===== src/rtl/refclk_pkg.sv =====
package refclk_pkg;

   localparam int NUM_RATES = 7;
   localparam int NUM_CODES = 8;

   typedef enum logic [2:0] {
      RATE_2K     = 3'd0,
      RATE_8K     = 3'd1,
      RATE_1M544  = 3'd2,
      RATE_2M048  = 3'd3,
      RATE_8M192  = 3'd4,
      RATE_16M384 = 3'd5,
      RATE_19M44  = 3'd6,
      RATE_NONE   = 3'd7
   } rate_e;

   // nominal period in ps
   function automatic longint nom_ps(input int k);
      case (k)
         0: nom_ps = 500_000_000;
         1: nom_ps = 125_000_000;
         2: nom_ps = 647_668;
         3: nom_ps = 488_281;
         4: nom_ps = 122_070;
         5: nom_ps = 61_035;
         6: nom_ps = 51_440;
         default: nom_ps = 0;
      endcase
   endfunction

   function automatic longint min_ps(input int k);
      case (k)
         0: min_ps = 483_000_000;
         1: min_ps = 120_000_000;
         2: min_ps = 338_000;
         3: min_ps = 263_000;
         4: min_ps = 63_000;
         5: min_ps = 38_000;
         6: min_ps = 38_000;
         default: min_ps = 0;
      endcase
   endfunction

   function automatic longint max_ps(input int k);
      case (k)
         0: max_ps = 516_000_000;
         1: max_ps = 128_000_000;
         2: max_ps = 950_000;
         3: max_ps = 712_000;
         4: max_ps = 175_000;
         5: max_ps = 75_000;
         6: max_ps = 75_000;
         default: max_ps = 0;
      endcase
   endfunction

   // window limits rounded outward to whole ticks
   function automatic longint lo_ticks(input int k, input longint tick);
      lo_ticks = min_ps(k) / tick;
   endfunction

   function automatic longint hi_ticks(input int k, input longint tick);
      hi_ticks = (max_ps(k) + tick - 1) / tick;
   endfunction

   // largest group sum that still belongs to rate k (k >= 1)
   function automatic longint band_ticks(input int k, input longint tick, input int grp);
      band_ticks = (longint'(grp) * (nom_ps(k) + nom_ps(k - 1))) / (2 * tick);
   endfunction

endpackage


===== src/rtl/refclk_sync.sv =====
module refclk_sync #(
   parameter int STAGES = 2
) (
   input  logic clk,
   input  logic rst_n,
   input  logic ref_in,
   output logic rise
);

   logic [STAGES-1:0] chain;
   logic              last_q;

   for (genvar i = 0; i < STAGES; i++) begin : g_stage
      if (i == 0) begin : g_first
         always_ff @(posedge clk or negedge rst_n) begin
            if (!rst_n) chain[0] <= 1'b0;
            else        chain[0] <= ref_in;
         end
      end else begin : g_next
         always_ff @(posedge clk or negedge rst_n) begin
            if (!rst_n) chain[i] <= 1'b0;
            else        chain[i] <= chain[i-1];
         end
      end
   end

   always_ff @(posedge clk or negedge rst_n) begin
      if (!rst_n) last_q <= 1'b0;
      else        last_q <= chain[STAGES-1];
   end

   assign rise = chain[STAGES-1] & ~last_q;

   AST_RISE_SPACED: assert property (@(posedge clk) disable iff (!rst_n)
      rise |=> !rise);

endmodule


===== src/rtl/refclk_period.sv =====
module refclk_period #(
   parameter int TIMEOUT = 11000,
   parameter int PW      = $clog2(TIMEOUT + 1)
) (
   input  logic          clk,
   input  logic          rst_n,
   input  logic          rise,
   output logic          period_valid,
   output logic [PW-1:0] period,
   output logic          loss
);

   logic [PW-1:0] cnt;
   logic          armed;

   always_ff @(posedge clk or negedge rst_n) begin
      if (!rst_n) begin
         cnt   <= '0;
         armed <= 1'b0;
         loss  <= 1'b0;
      end else begin
         loss <= 1'b0;
         if (rise) begin
            cnt   <= '0;
            armed <= 1'b1;
         end else if (armed) begin
            if (cnt == PW'(TIMEOUT - 1)) begin
               loss  <= 1'b1;
               armed <= 1'b0;
               cnt   <= '0;
            end else begin
               cnt <= cnt + 1'b1;
            end
         end
      end
   end

   assign period_valid = rise & armed;
   assign period       = cnt + 1'b1;

   AST_CNT_BOUND: assert property (@(posedge clk) disable iff (!rst_n)
      cnt < PW'(TIMEOUT));

endmodule


===== src/rtl/refclk_windows.sv =====
module refclk_windows
   import refclk_pkg::*;
#(
   parameter int TICK_PS = 50_000,
   parameter int PW      = 14
) (
   input  logic [PW-1:0]        period,
   output logic [NUM_CODES-1:0] in_win
);

   for (genvar k = 0; k < NUM_RATES; k++) begin : g_rate
      localparam logic [PW-1:0] LO = PW'(lo_ticks(k, longint'(TICK_PS)));
      localparam logic [PW-1:0] HI = PW'(hi_ticks(k, longint'(TICK_PS)));
      logic lo_ok;
      if (LO == '0) begin : g_open_low
         assign lo_ok = 1'b1;
      end else begin : g_cmp_low
         assign lo_ok = (period >= LO);
      end
      assign in_win[k] = lo_ok & (period <= HI);
   end

   assign in_win[NUM_CODES-1] = 1'b0;

endmodule


===== src/rtl/refclk_classifier.sv =====
module refclk_classifier
   import refclk_pkg::*;
#(
   parameter int TICK_PS   = 50_000,
   parameter int GROUP_LEN = 8,
   parameter int PW        = 14,
   parameter int SW        = 17,
   parameter int GW        = 4
) (
   input  logic                 clk,
   input  logic                 rst_n,
   input  logic                 period_valid,
   input  logic [PW-1:0]        period,
   input  logic [NUM_CODES-1:0] in_win,
   input  logic                 loss,
   output rate_e                rate,
   output logic                 locked,
   output logic                 fail
);

   logic [SW-1:0]        sum_q, sum_next;
   logic [NUM_CODES-1:0] mask_q, mask_next;
   logic [GW-1:0]        n_q;
   logic [NUM_RATES-1:1] below;
   rate_e                pick;
   logic                 agree, group_done;

   assign sum_next   = sum_q + SW'(period);
   assign mask_next  = mask_q & in_win;
   assign group_done = (n_q == GW'(GROUP_LEN - 1));

   for (genvar k = 1; k < NUM_RATES; k++) begin : g_band
      localparam logic [SW-1:0] BAND = SW'(band_ticks(k, longint'(TICK_PS), GROUP_LEN));
      assign below[k] = (sum_next <= BAND);
   end

   always_comb begin
      pick = RATE_2K;
      for (int k = 1; k < NUM_RATES; k++) begin
         if (below[k]) pick = rate_e'(3'(k));
      end
   end

   assign agree = mask_next[pick];

   always_ff @(posedge clk or negedge rst_n) begin
      if (!rst_n) begin
         locked <= 1'b0;
         rate   <= RATE_NONE;
         fail   <= 1'b0;
         sum_q  <= '0;
         mask_q <= '1;
         n_q    <= '0;
      end else if (loss) begin
         locked <= 1'b0;
         rate   <= RATE_NONE;
         fail   <= 1'b1;
         sum_q  <= '0;
         mask_q <= '1;
         n_q    <= '0;
      end else if (period_valid) begin
         if (locked) begin
            fail <= ~in_win[rate];
         end else if (group_done) begin
            sum_q  <= '0;
            mask_q <= '1;
            n_q    <= '0;
            if (agree) begin
               locked <= 1'b1;
               rate   <= pick;
               fail   <= 1'b0;
            end
         end else begin
            sum_q  <= sum_next;
            mask_q <= mask_next;
            n_q    <= n_q + 1'b1;
         end
      end
   end

   AST_LOCK_ON_EDGE: assert property (@(posedge clk) disable iff (!rst_n)
      $rose(locked) |-> $past(period_valid));

   AST_CLASS_HELD: assert property (@(posedge clk) disable iff (!rst_n)
      (locked && !loss) |=> (locked && $stable(rate)));

   AST_LOSS_CLEARS: assert property (@(posedge clk) disable iff (!rst_n)
      loss |=> (!locked && fail));

endmodule


===== src/rtl/refclk_rate_detect.sv =====
module refclk_rate_detect
   import refclk_pkg::*;
#(
   parameter int TICK_PS     = 50_000,
   parameter int LOSS_PS     = 550_000_000,
   parameter int GROUP_LEN   = 8,
   parameter int SYNC_STAGES = 2
) (
   input  logic       clk,
   input  logic       rst_n,
   input  logic       ref_in,
   output logic [2:0] rate_code,
   output logic       rate_valid,
   output logic       cycle_fail,
   output logic       bw_narrow
);

   localparam int TIMEOUT = LOSS_PS / TICK_PS;
   localparam int PW      = $clog2(TIMEOUT + 1);
   localparam int SW      = $clog2(TIMEOUT * GROUP_LEN + 1);
   localparam int GW      = $clog2(GROUP_LEN + 1);

   logic                 rise, period_valid, loss;
   logic [PW-1:0]        period;
   logic [NUM_CODES-1:0] in_win;
   rate_e                rate;

   refclk_sync #(.STAGES(SYNC_STAGES)) u_sync (
      .clk(clk), .rst_n(rst_n), .ref_in(ref_in), .rise(rise)
   );

   refclk_period #(.TIMEOUT(TIMEOUT), .PW(PW)) u_period (
      .clk(clk), .rst_n(rst_n), .rise(rise),
      .period_valid(period_valid), .period(period), .loss(loss)
   );

   refclk_windows #(.TICK_PS(TICK_PS), .PW(PW)) u_win (
      .period(period), .in_win(in_win)
   );

   refclk_classifier #(
      .TICK_PS(TICK_PS), .GROUP_LEN(GROUP_LEN), .PW(PW), .SW(SW), .GW(GW)
   ) u_cls (
      .clk(clk), .rst_n(rst_n), .period_valid(period_valid), .period(period),
      .in_win(in_win), .loss(loss), .rate(rate), .locked(rate_valid),
      .fail(cycle_fail)
   );

   assign rate_code = rate;
   assign bw_narrow = rate_valid && (rate == RATE_2K);

endmodule


===== config.mk =====
export PLATFORM = sky130hd
export DESIGN_NAME = refclk_rate_detect
export DESIGN_NICKNAME = d
export VERILOG_FILES = /design/src/rtl/refclk_pkg.sv /design/src/rtl/refclk_sync.sv /design/src/rtl/refclk_period.sv /design/src/rtl/refclk_windows.sv /design/src/rtl/refclk_classifier.sv /design/src/rtl/refclk_rate_detect.sv
export SDC_FILE = /design/constraint.sdc
export NUM_CORES = 1
export LEC_CHECK = 0
export BUFFER_PORTS_ARGS = -buffer_cell sky130_fd_sc_hd__buf_2
export CAP_MARGIN = 20
export CORE_ASPECT_RATIO = 2
export CORE_MARGIN = 2
export CORE_UTILIZATION = 50
export CTS_BUF_LIST = sky130_fd_sc_hd__clkbuf_4 sky130_fd_sc_hd__clkbuf_8
export CTS_CLUSTER_DIAMETER = 60
export DETAILED_ROUTE_END_ITERATION = 16
export PLACE_DENSITY = 0.69
export SKIP_CTS_REPAIR_TIMING = 1
export SYNTH_ARGS = -nofsm -noshare
export SYNTH_HDL_FRONTEND = slang
export SYNTH_SLANG_ARGS = --single-unit

===== constraint.sdc =====
create_clock -name clk -period 4.63 [get_ports clk]
set_input_delay 0.463 -clock clk [delete_from_list [all_inputs] [get_ports clk]]
set_output_delay 0.463 -clock clk [all_outputs]
set_load 0.01 [all_outputs]

=== After elaboration in Yosys (flattened, before gate mapping) ===
Cells that the tools add are included.

* Logic and storage cells: 104
* Output and inout port bits: 6
* Flip-flop bits (word level): 53
* Bits of input ports: 3

* Reductions and logical operators: 11
* Bitwise logic cells: 10
* Muxes and demuxes: 46
* Add/sub/neg operators: 3
* Order comparisons: 19
* Eq/ne operators: 3

{| class="wikitable"
|+ Operators with widths
! operator !! count
|-
| 2-to-1 mux 17 bit || 4
|-
| 2-to-1 mux 14 bit || 3
|-
| less-or-equal comparator 17 x 4 -> 1 bit (second input constant) || 2
|-
| 2-to-1 mux 8 bit || 4
|-
| 2-to-1 mux 3 bit || 10
|-
| >= comparator 14 x 3 -> 1 bit (second input constant) || 2
|-
| 2-to-1 mux 1 bit || 19
|-
| adder 17 x 14 -> 17 bit || 1
|-
| less-or-equal comparator 17 x 14 -> 1 bit (second input constant) || 1
|-
| less-or-equal comparator 17 x 16 -> 1 bit (second input constant) || 1
|-
| less-or-equal comparator 17 x 6 -> 1 bit (second input constant) || 1
|-
| less-or-equal comparator 17 x 7 -> 1 bit (second input constant) || 1
|-
| 2-to-1 mux 4 bit || 4
|-
| adder 14 x 1 -> 14 bit (second input constant) || 1
|-
| equality test 14 bit (second input constant) || 1
|-
| >= comparator 14 x 1 -> 1 bit (second input constant) || 1
|-
| >= comparator 14 x 12 -> 1 bit (second input constant) || 1
|-
| >= comparator 14 bit (second input constant) || 1
|-
| less-or-equal comparator 14 x 12 -> 1 bit (second input constant) || 1
|-
| less-or-equal comparator 14 bit (second input constant) || 1
|-
| less-or-equal comparator 14 x 2 -> 1 bit (second input constant) || 1
|-
| less-or-equal comparator 14 x 3 -> 1 bit (second input constant) || 1
|-
| less-or-equal comparator 14 x 4 -> 1 bit (second input constant) || 1
|-
| less-or-equal comparator 14 x 5 -> 1 bit (second input constant) || 1
|-
| other kinds (15) || 28
|}

=== Longest topological paths before layout ===
Gate-level depths: netlist of run 1.

* Word-level depth: 16
* Gate-level depth with buffers: 19
* Mapped depth without buffers: 18

=== Modules after synthesis ===
A second synthesis of run 1 with hierarchy kept.

* Cell total of the unflattened synthesis: 463
* Area total of the unflattened synthesis: 4131.5 µm²

{| class="wikitable"
|+ By module, submodules not included
! module !! area an instance (µm²) !! times used !! cells an instance
|-
| refclk_classifier || 2733.9 || 1 || 316
|-
| refclk_period || 1031.0 || 1 || 108
|-
| refclk_windows || 262.8 || 1 || 34
|-
| refclk_sync || 88.8 || 1 || 4
|-
| refclk_rate_detect || 15.0 || 1 || 1
|}

=== Least setup slack after synthesis of run 1 ===
OpenSTA, ideal clock, no wires.

* Path type: reg2reg
* Start point: reg u_period.cnt[0]
* End point: reg u_cls.rate[1]
* Setup slack: -0.145 ns
* Arrival time: 4.715 ns
* Buffers on the path: 1
* Required time: 4.570 ns
* Library setup time: 0.060 ns
* Stages on the path, launching flop included: 20
* Cell sequence: dfrtp_1 > ha_1 > nand4_1 > or2_1 > xor2_1 > inv_1 > ha_1 > buf_2 > a21oi_2 > o21ai_1 > or3_1 > o22ai_1 > o22ai_1 > mux2i_1 > a21oi_2 > or4_1 > a41o_1 > a211o_1 > a2111oi_2 > a211o_1

* Longest elaborated chain between the ends: 13

{| class="wikitable"
|+ RTL lines
! what !! line !! RTL
|-
| from (decl) || refclk_period.sv:13 || <nowiki>logic [PW-1:0] cnt;</nowiki>
|-
| from (signal assigned) || refclk_period.sv:32 || <nowiki>cnt <= cnt + 1'b1;</nowiki>
|-
| adder 14 x 1 -> 14 bit (*) || refclk_period.sv:39 || <nowiki>assign period = cnt + 1'b1;</nowiki>
|-
| adder 17 x 14 -> 17 bit || refclk_classifier.sv:28 || <nowiki>assign sum_next = sum_q + SW'(period);</nowiki>
|-
| less-or-equal comparator 17 x 16 -> 1 bit or less-or-equal comparator 17 x 14 -> 1 bit (tied branches) || refclk_classifier.sv:34 || <nowiki>assign below[k] = (sum_next <= BAND);</nowiki>
|-
| 2-to-1 mux 1 bit or 2-to-1 mux 3 bit (tied branches) || refclk_classifier.sv:40 || <nowiki>if (below[k]) pick = rate_e'(3'(k));</nowiki>
|-
| 2-to-1 mux 3 bit (4 in a row) || refclk_classifier.sv:40 ||
|-
| 2-to-1 mux 3 bit (on tied branches) || refclk_classifier.sv:40, refclk_classifier.sv:68 ||
|-
| binary-select mux 1 bit (select 3 bit) or 2-to-1 mux 3 bit (tied branches) || refclk_classifier.sv:44, refclk_classifier.sv:64 ||
|-
| 2-to-1 mux 1 bit (implied by the code) or 2-to-1 mux 3 bit (tied branches) || refclk_classifier.sv:44, refclk_classifier.sv:62 ||
|-
| nonzero test 2 bit (no line) or 2-to-1 mux 3 bit (tied branches) || - ||
|-
| AND reduction 4 bit (no line) or 2-to-1 mux 3 bit (tied branches) || - ||
|-
| to (signal assigned) || refclk_classifier.sv:70 || <nowiki>rate <= pick;</nowiki>
|-
| to (decl) || refclk_classifier.sv:16 || <nowiki>output rate_e rate,</nowiki>
|}

Every way passes the cells marked *; elsewhere a longest branch is shown, timed or not. The select of a mux whose other input is x is not followed.
A chain may end at the register's enable or synchronous reset.

=== Final worst setup path of run 1 ===
* Start point: reg u_period.cnt[1]
* End point: reg u_cls.rate[1]

The elaborated chain is that of the path after synthesis.

==> metrics.csv, run 1 <==
stage,metric,value,unit
run_status,status,"complete, no violations",
clocking,cts_sinks,52,
die,coreArea,7890,sq um
critical_path,cp.depth,20,
clocking,cts_tree,yes,
grt,antenna_found_initial,0,
grt,grt-ovfl-total,0,
sta,finalCriticalPeriod,4540,ps
critical_path,cp_cell_sequence,ha_4 > nand4_1 > nor2_2 > buf_4 > buf_4 > nand2_1 > xnor2_2 > ha_4 > a21o_1 > nor3_1 > and3_1 > o21a_1 > o21ai_2 > buf_4 > or3_1 > a211o_1 > a21oi_1 > and2_1 > o211ai_1 > a211o_1,
clocking,clk_path_buf_depth,2,
synthesis,synth_top_area_cell,dfrtp_1,
critical_path,start_kind,flop,
synthesis,syn_area_per_cell,8.09,sq um
power_and_ir_drop,p_int,0.00156,W
power_and_ir_drop,power.leakage,2.28,nW
synthesis,yosys_register_bits,52,
die,die_h,131,microns
finish,design_area,5170,sq um
synthesis,yosysWarningCount,0,
synthesis,synth-async-reset-ratio,100,%
critical_path,path_buf_inv,3,
critical_path,critPathKind,reg -> reg,
synthesis,netlist.area_leader.share,26.1,%
finish,regArea,1320,sq um
die,dieWidth,67.5,microns
critical_path,slowest_delay,420,ps
critical_path,cpMaxStageDelayCell,or3_1,
clocking,path_clk_slew,110,ps
sta,period_share,98.1,%
route,wl_met3,383,microns
critical_path,critPathRequiredTime,4890,ps
grt,grt_max_degree,31,
critical_path,end_kind,flop,
grt,grt.total_usage,29.2,%
hold_path,holdCritPathClass,in -> async,
route,drt-total-wl,12.8,mm
route,drc,0,
sta,fin_setup_tns,0,ps
grt,grt_pass1_vias,3872,
placed_design,dp_slack,21.4,ps
critical_path,cp_common_cell,buf_4,
power_and_ir_drop,p_seq_share,24.1,%
clocking,numCtsBuffers,5,
sta,worst_pin_slew,1000,ps
sta,max_freq,220,MHz
critical_path,crit_family,simple AND/OR/NAND/NOR gates,
finish,area_growth,28.4,%
sta,clock_skew,9.37,ps
placed_design,portBuffers,8,
power_and_ir_drop,p_clk_share,16.3,%
route,vias,4121,
critical_path,crit_arrival,4800,ps
power_and_ir_drop,power.density,524,nW/um^2
sta,hold_ws,102,ps
finish,antennaDiodeCount,0,
die,die-area,8840,sq um
power_and_ir_drop,p_comb_share,59.6,%
route,drtAntennaViolNets,0,
sta,setup_viol,0,
sta,hold_viol,0,
power_and_ir_drop,power,0.00271,W
sta,setup_ws,87.2,ps
route,drt_pass1_iterations,6,
flow_run,maxCapViolations,0,
power_and_ir_drop,ir_worst_vdd,0.000730,V
placed_design,gp_congestion,0.934,
power_and_ir_drop,p_sw,0.00116,W
grt,grt_pass1_wl,19.1,mm
placed_design,place_hpwl,9.44,mm
sta,max_slew_margin,32.9,%
finish,layout-drive-gt1-share,30.6,%
route,viasPerCell,6.32,
route,post_drt_wl_per_cell,19.6,microns
critical_path,reg2reg_depth,20,
route,met2_length,7.20,mm
clocking,htreeDepth,2,
synthesis,synth_area_leaders,"dfrtp_1 26%, dfstp_2 6.5%, o21ai_0 6.1%, nand2_1 6.0%, ha_1 5.9%",
synthesis,ys.flop_type,dfrtp_1,
synthesis,synth_cell_types,64,
die,fp-row-count,46,
synthesis,netlist_area,4030,sq um
synthesis,syn_inst,498,
sta,drv_slew,0,
clocking,cts_root_buf,clkbuf_8,
critical_path,regToRegSetupSlack,90,ps
route,met1Wirelength,4.25,mm
finish,multi_input_area,2960,sq um
route,drtIter0Drc,280,
synthesis,seq_area_frac_synth,32.6,%
finish,nNetsFinal,578,
synthesis,syn_nets,521,
finish,fillers,643,
critical_path,crit_fanout,5,
die,io_pins,9,
die,start_util,51.1,%
clocking,clkLatencyLatePin,330,ps
synthesis,synth-edff-count,0,
placed_design,place_area,4540,sq um
power_and_ir_drop,switching_share,42.6,%
route,routed.top_layer,met4,
## cells by family after synthesis
kind of cell,count (synthesis),share of synthesized area (%)
AOI/OAI and AO/OA,155,25.8
muxes,7,2.05
and+or+nand+nor,194,23.6
adders and majority gates,20,6.40
DFF,52,32.6
buffers and inverters,46,4.38
xor gates and xnor gates,24,5.22
## worst reg2reg max path, stage by stage (launching register included)
cell and delay [ps]:
dfrtp_1 410, ha_4 150, nand4_1 200, nor2_2 260
buf_4 140, buf_4 110, nand2_1 80, xnor2_2 230
ha_4 260, a21o_1 200, nor3_1 120, and3_1 230
o21a_1 190, o21ai_2 100, buf_4 170, or3_1 420
a211o_1 280, a21oi_1 220, and2_1 240, o211ai_1 130
a211o_1 330
## final cells by class
cell class	instances	share of cell area, %
tap	96	2.32
multi-input combinational	400	57.3
inverter	25	1.81
clock inverter	3	1.74
sequential	52	25.5
clock buffer	5	1.33
timing repair buffer	71	9.99
## through the flow
step | cells | utilization (%)
2_1_floorplan | 498 | -
3_3_place_gp | 635 | 57.6
3_5_place_dp | 635 | 57.6
4_1_cts | 643 | 59.6
5_1_grt | 652 | 65.6
6_report | 652 | 65.6
## cells in the mapped netlist, types with 11 or more instances
cell / n
o211ai_1: 11
nor3_1: 18
ha_1: 19
inv_1: 25
nand2_1: 64
o21ai_0: 49
xor2_1: 12
dfrtp_1: 42
clkbuf_1: 17
nand3_1: 15
nor2_1: 36
a21oi_1: 24
xnor2_1: 12
## layout by cell type (no fill, tap or decap), types with 5 or more instances in the layout
cell type | synthesis | final
buf_4 | 0 | 62
ha_1 | 19 | 13
nor3_2 | 1 | 7
xor2_2 | 0 | 6
xnor2_2 | 0 | 7
buf_2 | 3 | 8
or2_2 | 5 | 5
o21ai_0 | 49 | 49
and2_1 | 6 | 6
nand2b_1 | 5 | 5
or2_1 | 5 | 5
nand4_1 | 10 | 10
clkbuf_8 | 0 | 5
a21oi_1 | 24 | 21
nand2_1 | 64 | 62
o211ai_1 | 11 | 11
nor3_1 | 18 | 11
and3_1 | 8 | 8
dfrtp_2 | 0 | 5
mux2i_1 | 6 | 6
a21o_1 | 7 | 7
inv_1 | 25 | 22
dfstp_2 | 10 | 10
xnor2_1 | 12 | 5
nor2_1 | 36 | 31
ha_4 | 0 | 6
dfrtp_1 | 42 | 37
o31ai_1 | 5 | 5
xor2_1 | 12 | 5
nand3_1 | 15 | 11
a22o_1 | 6 | 6
## routing by layer
| metal | global-route usage, % | vias to the layer above |
|---|---|---|
| met2 | 56.3 | 141 |
| met5 | 0 | - |
| met4 | 17.4 | 0 |
| li1 | - | 1928 |
| met3 | 2.48 | 61 |
| met1 | 28.5 | 1991 |
## worst paths after layout
check / startpoint / endpoint
setup / recovery: u_period.cnt[1]$_DFFE_PN0P_ / u_cls.rate[1]$_DFFE_PN1P_
min in group clk: ref_in / u_sync.chain[0]$_DFF_PN0_
hold / removal: rst_n / u_period.cnt[12]$_DFFE_PN0P_
hold reg to reg: u_sync.chain[0]$_DFF_PN0_ / u_sync.chain[1]$_DFF_PN0_
max in group asynchronous: rst_n / u_cls.mask_q[4]$_DFFE_PN1P_
setup reg to reg: u_period.cnt[1]$_DFFE_PN0P_ / u_cls.rate[1]$_DFFE_PN1P_
## sequential cells by signal, summed over array words and instances (netlist names)
name and count:
u_sync.chain 2, u_cls.locked 1, u_cls.fail 1, u_period.armed 1
u_cls.sum_q 17, u_cls.n_q 4, u_sync.last_q 1, u_cls.mask_q 7
u_period.loss 1, u_period.cnt 14, u_cls.rate 3
## power by group through the flow
stage / combinational (W) / sequential, W / clock (W)
global placement: 0.00128 / 0.000653 / 0
CTS: 0.00133 / 0.000649 / 0.000444
floorplan: 0.000865 / 0.000640 / 0
global route: 0.00174 / 0.000663 / 0.000457
detailed placement: 0.00132 / 0.000658 / 0
finish: 0.00162 / 0.000653 / 0.000440
Note: power is estimated with default switching activity, not from simulation.
==> inputs of run 2 (changes only) <==
Settings changed: CAP_MARGIN 20 to unset, CORE_MARGIN 2 to unset.
==> run 2 against run 1 <==
Critical path depth decreased by 2. Critical path type unchanged. Routed wire length decreased by 4.2%. Worst hold slack improved by 130 ps. Via count decreased by 2.2%. Final area decreased by 2.8%.
==> metrics.csv, run 2 (same netlist as run 1, synthesis figures left out) <==
stage,metric,value,unit,change
run_status,status,"complete, no violations",,
finish,final_cells,649,,-0.46%
placed_design,portBuffers,8,,unchanged
die,io_pins,9,,unchanged
grt,grt.total_usage,30.3,%,+1.1 points
grt,antenna_found_initial,0,,unchanged
critical_path,reg2reg_depth,18,,-10%
route,drtAntennaViolNets,0,,unchanged
critical_path,critPathRequiredTime,4910,ps,+20 ps
clocking,path_clk_slew,110,ps,about the same
sta,drv_slew,0,,unchanged
grt,busiest_layer,met2,,
hold_path,holdCritPathClass,in -> async,,
die,coreArea,7890,sq um,unchanged
route,drt-total-wl,12.3,mm,-4.2%
clocking,clk_path_buf_depth,2,,unchanged
sta,setup_viol,0,,unchanged
finish,nNetsFinal,575,,-0.52%
die,die_h,129,microns,-1.5%
critical_path,start_kind,flop,,
critical_path,crit_arrival,4810,ps,about the same
sta,hold_viol,0,,unchanged
finish,antennaDiodeCount,0,,unchanged
die,dieWidth,65.5,microns,-3.0%
finish,layout-drive-gt1-share,28.4,%,-2.2 points
clocking,cts_root_buf,clkbuf_8,,
route,drc,0,,unchanged
sta,period_share,98.0,%,-0.16 points
critical_path,timing.rr.start,u_period.cnt[1]$_DFFE_PN0P_,,
placed_design,place_hpwl,9.22,mm,-2.3%
critical_path,r2r-end,u_cls.rate[1]$_DFFE_PN1P_,,
route,vias,4031,,-2.2%
placed_design,dp_cells,633,,-0.31%
flow_run,maxCapViolations,0,,unchanged
sta,clock_skew,10.3,ps,+0.969 ps
grt,grt-ovfl-total,0,,unchanged
finish,largest_register_ffs,17,,unchanged
route,drt_pass1_iterations,4,,-2
critical_path,end_kind,flop,,
sta,hold_ws,232,ps,+129 ps
die,start_util,51.1,%,unchanged
clocking,htreeDepth,2,,unchanged
finish,area_growth,24.8,%,
route,viasPerCell,6.21,,-1.7%
sta,max_slew_margin,28.7,%,-4.2 points
finish,final_common_cell,nand2_1,,
clocking,cts_sinks,52,,unchanged
sta,max_freq,220,MHz,+0.17%
grt,grt_pass1_vias,4159,,+7.4%
finish,regMostFlops,u_cls.sum_q,,
sta,worst_pin_slew,1070,ps,+62.5 ps
clocking,clkLatencyLatePin,340,ps,about the same
power_and_ir_drop,p_int,0.00139,W,-11%
grt,grt_use_met1,28.1,%,-0.36 points
critical_path,regToRegSetupSlack,90,ps,about the same
critical_path,crit_fanout,5,,unchanged
power_and_ir_drop,power.density,510,nW/um^2,-2.6%
grt,grtUsageMet3,3.81,%,+1.3 points
power_and_ir_drop,p_seq_share,25.5,%,+1.4 points
power_and_ir_drop,p_sw,0.00118,W,+1.9%
die,fp-row-count,46,,unchanged
sta,finalCriticalPeriod,4540,ps,-7.52 ps
power_and_ir_drop,power.leakage,2.20,nW,-3.4%
die,die-area,8450,sq um,-4.4%
clocking,numCtsBuffers,5,,unchanged
grt,grt_pass1_wl,19.3,mm,+1.0%
placed_design,gp_congestion,0.935,,+0.11%
route,drtIter0Drc,179,,-36%
power_and_ir_drop,p_comb_share,63.0,%,+3.4 points
finish,top_regs,"u_cls.sum_q: 17 flops, u_period.cnt: 14 flops, u_cls.mask_q: 7 flops",,
clocking,cts_tree,yes,,
grt,use_met2,58.5,%,+2.1 points
critical_path,critPathKind,reg -> reg,,
power_and_ir_drop,ir_worst_vdd,0.000472,V,-35%
route,post_drt_wl_per_cell,18.9,microns,-3.8%
finish,fillers,652,,+1.4%
grt,grt_max_degree,53,,+71%
power_and_ir_drop,p_clk_share,11.5,%,-4.8 points
power_and_ir_drop,switching_share,45.9,%,+3.2 points
finish,final_cell_mix,"62 x nand2_1, 59 x buf_4, 49 x o21ai_0",,
==> run 2: cell types whose count changed in the layout (fill, tap and decap cells not counted), sizes merged <==
cell    previous run  this run
clkinv             0         1
bufinv             3         0
buf               71        68
inv               25        27
==> run 2: layer usage <==
layer / vias up / part of all wire, %
met5: - / 0
met4: 0 / 6.6
met1: 1967 / 34
li1: 1921 / -
met3: 55 / 2.4
met2: 88 / 57
==> run 2: worst max path at each step <==
| stage | startpoint | end | slack [ps] |
|---|---|---|---|
| after floorplan | u_period.cnt[1]$_DFFE_PN0P_ | u_cls.rate[1]$_DFFE_PN1P_ | 20 |
| after global placement | u_period.cnt[1]$_DFFE_PN0P_ | u_cls.rate[2]$_DFFE_PN1P_ | 70 |
| after detailed placement | u_period.cnt[1]$_DFFE_PN0P_ | u_cls.rate[0]$_DFFE_PN1P_ | 9 |
| after CTS | u_period.cnt[1]$_DFFE_PN0P_ | u_cls.rate[0]$_DFFE_PN1P_ | -30 |
| after global routing | u_period.cnt[6]$_DFFE_PN0P_ | u_cls.rate[1]$_DFFE_PN1P_ | -80 |
| final | u_period.cnt[1]$_DFFE_PN0P_ | u_cls.rate[1]$_DFFE_PN1P_ | 90 |
==> run 2: power by group through the flow <==
stage	sequential, W	combinational, W	clock (W)
after CTS	0.000648	0.00133	0.000295
after detailed placement	0.000658	0.00132	0
after global placement	0.000653	0.00130	0
after global routing	0.000667	0.00175	0.000311
final	0.000656	0.00162	0.000295
after floorplan	0.000640	0.000865	0
==> run 2: per-stage QoR <==
stage / area, sq um / worst slack, ps / total power (W) / setup TNS (ps) / util [%]
floorplan: 4060 / 16.0 / 0.00151 / 0 / -
CTS: 4620 / -26.1 / 0.00228 / -74.3 / 58.6
finish: 5030 / 94.7 / 0.00257 / 0 / 63.8
global route: 5030 / -80.2 / 0.00273 / -117 / 63.8
global placement: 4520 / 71.1 / 0.00195 / 0 / 57.4
detailed placement: 4520 / 8.87 / 0.00198 / 0 / 57.4
==> run 2: final cells by class <==
type	count	area (sq um)	share of cell area, %
multi-input combinational	400	2910	57.9
sequential	52	1320	26.2
timing repair buffer	68	494	9.82
tap	96	120	2.39
inverter	25	93.8	1.87
clock buffer	5	68.8	1.37
clock inverter	3	26.3	0.522
==> run 2: worst max-delay path, cell delays in order, from the launching register on <==
cell and delay, ps:
dfrtp_1 430, ha_4 160, nand4_1 210, or2_1 340, xor2_2 160, inv_2 70
ha_4 240, a21oi_2 180, o21ai_2 90, or3_4 340, o22ai_4 220, xor2_2 210
buf_4 160, nand3_2 110, or4_4 530, a41o_1 240, a211o_4 370, a2111oi_4 290
a211o_1 130
